[src/rtl/qpp_pkg.sv]
`timescale 1ns/1ps
// Shared width, state encoding and modular adder for the address generator.
// Assumes both operands of mod_add are already below the modulus.
package qpp_pkg;
    localparam int ADDR_W = 13;
    typedef logic [ADDR_W-1:0] addr_t;
    typedef enum logic [1:0] {ST_IDLE = 2'd0, ST_SETUP = 2'd1, ST_RUN = 2'd2} qpp_state_t;

    // (a + b) mod k via one add and one conditional subtract
    function automatic addr_t mod_add(input addr_t a, input addr_t b, input addr_t k);
        logic [ADDR_W:0] s;
        s = {1'b0, a} + {1'b0, b};
        if (s >= {1'b0, k}) s = s - {1'b0, k};
        return s[ADDR_W-1:0];
    endfunction
endpackage

[src/rtl/qpp_lane.sv]
`timescale 1ns/1ps
// One difference engine: holds an address and its first difference, and
// advances both by modular adds (the second difference is the constant step).
// Assumes loaded values and step are below kmod.
module qpp_lane
    import qpp_pkg::*;
(
    input  logic  clk,
    input  logic  rst_n,
    input  logic  ld,
    input  logic  adv,
    input  addr_t ld_pos,
    input  addr_t ld_diff,
    input  addr_t step,
    input  addr_t kmod,
    output addr_t pos,
    output addr_t diff
);
    // load a new starting point or step the recurrence one index forward
    always_ff @(posedge clk) begin
        if (!rst_n) begin
            pos  <= '0;
            diff <= '0;
        end else if (ld) begin
            pos  <= ld_pos;
            diff <= ld_diff;
        end else if (adv) begin
            pos  <= mod_add(pos, diff, kmod);
            diff <= mod_add(diff, step, kmod);
        end
    end

    a_r8_step_in_range: assert property (@(posedge clk) disable iff (!rst_n)
        adv && !ld |=> (pos < kmod) && (diff < kmod));
endmodule

[src/rtl/qpp_ctrl.sv]
`timescale 1ns/1ps
// Sequencer: accepts a start while idle, runs the setup walk that hands each
// lane its segment start, then counts the output cycles of the block.
// Assumes LANES is a power of two, at least 2, and divides K in parallel mode.
module qpp_ctrl
    import qpp_pkg::*;
#(
    parameter int LANES = 4
) (
    input  logic             clk,
    input  logic             rst_n,
    input  logic             start,
    input  logic             par_en,
    input  addr_t            blk_len,
    output logic             accept,
    output logic             walk_adv,
    output logic [LANES-1:0] lane_ld,
    output logic [LANES-1:0] lane_on,
    output logic             lane_adv,
    output logic             busy,
    output logic             vld,
    output logic             last
);
    localparam int LSEL = $clog2(LANES);
    typedef logic [LSEL-1:0] lsel_t;

    qpp_state_t st;
    addr_t      widx, nxt, span, cnt;
    lsel_t      ptr, last_lane;
    logic       par_q;
    logic       hit, setup_done;

    assign hit        = (st == ST_SETUP) && (widx == nxt);
    assign setup_done = hit && (ptr == last_lane);
    assign accept     = (st == ST_IDLE) && start;
    assign walk_adv   = (st == ST_SETUP) && !setup_done;
    assign lane_adv   = (st == ST_RUN);
    assign busy       = (st != ST_IDLE);
    assign vld        = (st == ST_RUN);
    assign last       = (st == ST_RUN) && (cnt == span - addr_t'(1));

    // per-lane load strobe and activity mask
    for (genvar j = 0; j < LANES; j++) begin : g_sel
        assign lane_ld[j] = hit && (ptr == lsel_t'(j));
        assign lane_on[j] = (j == 0) || par_q;
    end

    // state machine with setup walk index and output cycle counter
    always_ff @(posedge clk) begin
        if (!rst_n) begin
            st        <= ST_IDLE;
            widx      <= '0;
            nxt       <= '0;
            span      <= '0;
            cnt       <= '0;
            ptr       <= '0;
            last_lane <= '0;
            par_q     <= 1'b0;
        end else begin
            case (st)
                ST_IDLE: if (start) begin
                    st        <= ST_SETUP;
                    widx      <= '0;
                    nxt       <= '0;
                    ptr       <= '0;
                    par_q     <= par_en;
                    span      <= par_en ? (blk_len >> LSEL) : blk_len;
                    last_lane <= par_en ? lsel_t'(LANES - 1) : '0;
                end
                ST_SETUP: begin
                    if (hit) begin
                        ptr <= ptr + lsel_t'(1);
                        nxt <= nxt + span;
                    end
                    if (setup_done) begin
                        st  <= ST_RUN;
                        cnt <= '0;
                    end else begin
                        widx <= widx + addr_t'(1);
                    end
                end
                ST_RUN: begin
                    cnt <= cnt + addr_t'(1);
                    if (cnt == span - addr_t'(1)) st <= ST_IDLE;
                end
                default: st <= ST_IDLE;
            endcase
        end
    end

    a_r1_no_gap: assert property (@(posedge clk) disable iff (!rst_n)
        vld && !last |=> vld);
    a_r2_idle_after_last: assert property (@(posedge clk) disable iff (!rst_n)
        last |=> !busy);
    a_r5_config_held: assert property (@(posedge clk) disable iff (!rst_n)
        busy |=> $stable(span) && $stable(par_q));
    a_r8_busy_from_start: assert property (@(posedge clk) disable iff (!rst_n)
        $rose(busy) |-> $past(start));
endmodule

[src/rtl/qpp_addr_gen.sv]
`timescale 1ns/1ps
// Quadratic permutation address generator. A walker engine steps from index 0
// during setup and hands its state to each lane at the lane's segment start;
// the lanes then step together, one index per cycle.
// Assumes coef_a, coef_b < blk_len and blk_len >= 2.
module qpp_addr_gen
    import qpp_pkg::*;
#(
    parameter int LANES = 4
) (
    input  logic                    clk,
    input  logic                    rst_n,
    input  logic                    start,
    input  logic                    par_en,
    input  logic [ADDR_W-1:0]       blk_len,
    input  logic [ADDR_W-1:0]       coef_a,
    input  logic [ADDR_W-1:0]       coef_b,
    output logic                    busy,
    output logic                    addr_vld,
    output logic                    addr_last,
    output logic [LANES*ADDR_W-1:0] addr_bus
);
    addr_t            kq, stepq, w_pos, w_diff;
    logic             accept, walk_adv, lane_adv;
    logic [LANES-1:0] lane_ld, lane_on;

    // latch modulus and second difference (2b mod K) for the block
    always_ff @(posedge clk) begin
        if (!rst_n) begin
            kq    <= '0;
            stepq <= '0;
        end else if (accept) begin
            kq    <= blk_len;
            stepq <= mod_add(coef_b, coef_b, blk_len);
        end
    end

    qpp_ctrl #(.LANES(LANES)) u_ctrl (
        .clk(clk), .rst_n(rst_n), .start(start), .par_en(par_en),
        .blk_len(blk_len), .accept(accept), .walk_adv(walk_adv),
        .lane_ld(lane_ld), .lane_on(lane_on), .lane_adv(lane_adv),
        .busy(busy), .vld(addr_vld), .last(addr_last)
    );

    qpp_lane u_walk (
        .clk(clk), .rst_n(rst_n), .ld(accept), .adv(walk_adv),
        .ld_pos('0), .ld_diff(mod_add(coef_a, coef_b, blk_len)),
        .step(stepq), .kmod(kq), .pos(w_pos), .diff(w_diff)
    );

    for (genvar j = 0; j < LANES; j++) begin : g_lane
        addr_t l_pos, l_diff;
        qpp_lane u_lane (
            .clk(clk), .rst_n(rst_n), .ld(lane_ld[j]), .adv(lane_adv),
            .ld_pos(w_pos), .ld_diff(w_diff), .step(stepq), .kmod(kq),
            .pos(l_pos), .diff(l_diff)
        );
        assign addr_bus[j*ADDR_W +: ADDR_W] = lane_on[j] ? l_pos : '0;

        a_r8_out_below_k: assert property (@(posedge clk) disable iff (!rst_n)
            addr_vld && lane_on[j] |-> l_pos < kq);
    end
endmodule

[config.mk]
export PLATFORM = sky130hd
export DESIGN_NAME = qpp_addr_gen
export DESIGN_NICKNAME = d
export VERILOG_FILES = /design/src/rtl/qpp_pkg.sv /design/src/rtl/qpp_lane.sv /design/src/rtl/qpp_ctrl.sv /design/src/rtl/qpp_addr_gen.sv
export SDC_FILE = /design/constraint.sdc
export NUM_CORES = 1
export LEC_CHECK = 0
export BUFFER_PORTS_ARGS = -buffer_cell sky130_fd_sc_hd__buf_2
export CAP_MARGIN = 10
export CORE_MARGIN = 5
export CORE_UTILIZATION = 30
export DETAILED_ROUTE_END_ITERATION = 7
export PLACE_DENSITY = 0.54
export SYNTH_ARGS = -nofsm -noshare
export SYNTH_HDL_FRONTEND = slang
export SYNTH_SLANG_ARGS = --single-unit
[constraint.sdc]
create_clock -name clk -period 6.35 [get_ports clk]
set_clock_uncertainty 0.2 [all_clocks]
set_input_delay 1.905 -clock clk [delete_from_list [all_inputs] [get_ports clk]]
set_output_delay 1.905 -clock clk [all_outputs]
set_load 0.02 [all_outputs]
==> results by stage <==
CTS:
- The number of buffers on the longest clock path is 3.
- The clock reaches the later pin of the worst-skew pair after 580 ps.
- The number of clock sinks is 213.
- The number of gates resized after CTS was 0.
- The TritonCTS clock tree is done.
- The number of buffers created by CTS is 35.
- In this run the clock root is driven by a clkbuf_16.
- The number of buffers inserted by post-CTS setup repair is 0.
- Buffers inserted to repair hold after CTS numbered 0.
- The maximum level of the CTS H-tree is 2.
- The clock transition at the register clock pins on the worst setup and hold paths after CTS is 50 ps.

Synth:
- The cell area that synthesis handed to floorplanning was 0.0246 mm^2.
- The mean area per synthesized cell is 7.69 um^2.
- In the synthesized netlist, the number of instances is 3201.
- Yosys printed 0 warnings.
- Summed over its instances, the top area cell type makes up 17.3% of the synthesized netlist area.
- The cell type contributing the most total cell area after synthesis is dfxtp_1.
- The number of different library cells in the post-synthesis netlist is 100.
- Of the synthesized area, sequential elements account for 17.3%.
- The most used flip-flop cell after synthesis is dfxtp_1.
- The share of flip-flops with an asynchronous set or reset after synthesis is 0%.
- The number of synthesized flops with an enable pin is 0.
- Ranked by total cell area, the synthesized netlist is headed by dfxtp_1 (17%), ha_1 (16%), xnor2_1 (6.6%).
- The net count after synthesis is 3586.
- The synthesized design contains 213 register bits.

STA:
- The final critical path takes up 85.0% of the cycle.
- For the final routed database, the setup TNS stands at 0 ps.
- The count of final setup violators is 0.
- The final number of max-transition violations is 0.
- Hold is met by 255 ps.
- For the pin with the worst max-slew slack, the measured transition is 1140 ps.
- Setup repair after global routing left no endpoint under its margin.
- For this run, the top clock speed supported by timing is 185 MHz.
- The hold violation count in the final report is 0.
- The post-layout minimum cycle time is 5390 ps.
- The relative slew slack is 24.0%.

Routing:
- The via count normalized by instance count is 5.67.
- In the final routing, the length of wire on met1 measures 43000 um.
- Summed over all nets, wire length on met2 after detailed routing comes to 41700 um.
- Wire segments on met3 add up to 6390 um in the final route.
- The total via count in the routed design is 24700.
- The wire length reported by the detailed router is 94700 um.
- The detailed router used layers up to and including met4.
- In the final routed layout, each cell accounts on average for 21.7 um.
- The post-detailed-route DRC marker count is 0.
- The first-iteration detailed-routing DRC count is 1962.
- The first TritonRoute pass finished after 6 iterations.
- The count of nets left with antenna violations once routing finished came out at 0.

Worst setup path:
- At the worst endpoint, the arrival time is 5630 ps.
- The highest net fanout along the worst path is 18.
- By startpoint and endpoint, the worst setup path is classified as in2reg.
- STA classifies the critical path startpoint as a primary input.
- For the worst setup path, the data required time is 6580 ps.
- STA classifies the critical path endpoint as a flip-flop.

Floorplan:
- The die extent in x is 297 um.
- The area of the die is 0.0879 mm^2.
- 98 I/O pins were placed.
- The area of the core is 0.0817 mm^2.
- The row count is 105.
- The vertical extent of the die is 297 um.
- The starting utilization of the core area is 30.1%.

GRT:
- The initial antenna violation count came to 3.
- The first global-routing pass estimated 141000 um of wire.
- Entering global routing, the biggest net connects 66 pins.
- The via count of the first global-routing pass was 22900.
- After global routing the overflow that remains totals 0.
- For this run, the total global-route usage over all layers was measured as 20.7%.

Layout:
- The repair_antennas step left the layout with diodes totalling 0.
- The area growth from synthesis to layout is 11.8%.
- The post-layout net count is 3652.
- In the final layout, the share of cells above drive strength 1 is 8.76%.

Placed design:
- The final estimated routing congestion in global placement is 0.879.
- The count of port buffers added during placement is 97.
- The estimated wirelength of the detail-placed design is 68500 um.

Run:
- The number of max-capacitance violations reported is 0.

Run status:
- The run finished with clean final reports.

Min path:
- The class of the tightest hold or removal check is reg2reg.
[final cells by class]
| type | instances | area, um^2 |
|---|---|---|
| Timing Repair Buffer | 144 | 841 |
| Clock buffer | 49 | 1010 |
| Tap cell | 1070 | 1340 |
| Clock inverter | 10 | 170 |
| Fill cell | 8685 | 54200 |
| Sequential cell | 213 | 4270 |
| Inverter | 137 | 517 |
| Multi-Input combinational cell | 2736 | 19400 |
[critical path, stage by stage]
cell and delay (ps):
buf_2 110, ha_1 200, inv_1 70, fa_1 210
nor2b_1 70, o31a_1 270, o211ai_1 170, nand2_1 120
a2111oi_0 510, o21ai_0 210, and2_1 190, ha_1 290
o21ai_0 80, a31oi_1 90, a211oi_4 220, buf_4 260
mux2_2 360, a222oi_1 210, nor2_1 60
[cells in the final DEF (no fill, tap or decap), drive strengths merged, types with 24 or more instances in the layout]
cell type / synthesis / final
a211oi: 52 / 52
a21o: 58 / 58
a21oi: 297 / 297
a22oi: 28 / 28
a31oi: 31 / 31
and2: 58 / 58
and3: 32 / 32
buf: 34 / 144
clkbuf: 81 / 49
dfxtp: 213 / 213
fa: 24 / 24
ha: 318 / 318
inv: 137 / 138
mux2i: 72 / 72
nand2: 293 / 293
nand3: 107 / 107
nand4: 45 / 45
nor2: 255 / 255
nor2b: 43 / 43
nor3: 104 / 104
o211ai: 40 / 40
o21a: 55 / 55
o21ai: 183 / 183
o21bai: 24 / 24
o22ai: 29 / 29
or3: 31 / 31
xnor2: 185 / 185
xor2: 80 / 80
[metal layers]
metal	vias up	track usage [%]
met5	-	0
met1	11800	28.9
met4	0	7.11
met3	153	2.48
li1	12000	-
met2	793	33.2
[path summary, 6_finish.rpt]
| kind | startpoint | depth (start not counted) | slack (ps) | end |
|---|---|---|---|---|
| worst max register to register | stepq[1] | 17 | 1040 | g_lane[0].u_lane.diff[6] |
| worst min register to register | kq[9] | 2 | 250 | kq[9] |
| worst min-delay path | kq[9] | 2 | 250 | kq[9] |
| worst max-delay path | coef_b[0] | 19 | 960 | u_walk.diff[9] |
[kinds of logic (layout without fill, tap and decap cells)]
logic type | count (synthesis) | in the layout | synth area share, %
AND/OR/NAND/NOR | 1052 | 1052 | 20.5
AO/OA/AOI/OAI | 989 | 989 | 26.9
adder cells (fa/ha/maj) | 342 | 342 | 18.1
XOR/XNOR | 265 | 265 | 9.42
buffers and inverters | 252 | 340 | 4.10
flip-flops | 213 | 213 | 17.3
multiplexers | 88 | 88 | 3.66
[flip-flops by register name (all words and copies together), names as in the netlist, 13 cells and up]
name / flops
g_lane.u_lane.diff: 52
g_lane.u_lane.pos: 52
kq: 13
stepq: 13
u_ctrl.cnt: 13
u_ctrl.nxt: 13
u_ctrl.span: 13
u_ctrl.widx: 13
u_walk.diff: 13
u_walk.pos: 13
[synth_stat cells (10+ instances only)]
cell type,n
a211o_1,12
a211oi_1,48
a21o_1,58
a21oi_1,291
a22o_1,20
a22oi_1,28
a31oi_1,29
and2_1,57
and3_1,32
buf_2,24
clkbuf_1,81
dfxtp_1,213
fa_1,24
ha_1,318
inv_1,135
mux2_2,16
mux2i_1,72
nand2_1,292
nand2b_1,19
nand3_1,106
nand4_1,45
nor2_1,255
nor2b_1,43
nor3_1,102
nor4_1,13
o211ai_1,38
o21a_1,55
o21ai_0,168
o21ai_1,12
o21bai_1,24
o221ai_1,19
o22ai_1,29
o311ai_0,10
o31a_1,13
o31ai_1,19
or2_2,19
or3_1,30
xnor2_1,185
xor2_1,80
[stage by stage]
stage	utilization, %	std cells	setup WS [ps]	cell area (um^2)
floorplan	-	3201	853	24600
global placement	32.2	4300	388	26300
detailed placement	32.2	4300	377	26300
CTS	33.7	4359	962	27500
global route	33.7	4359	680	27500
finish	33.7	4359	955	27500
Power is not shown: default switching activity piles up to over one toggle a cycle in this logic, so the estimate is an artifact.
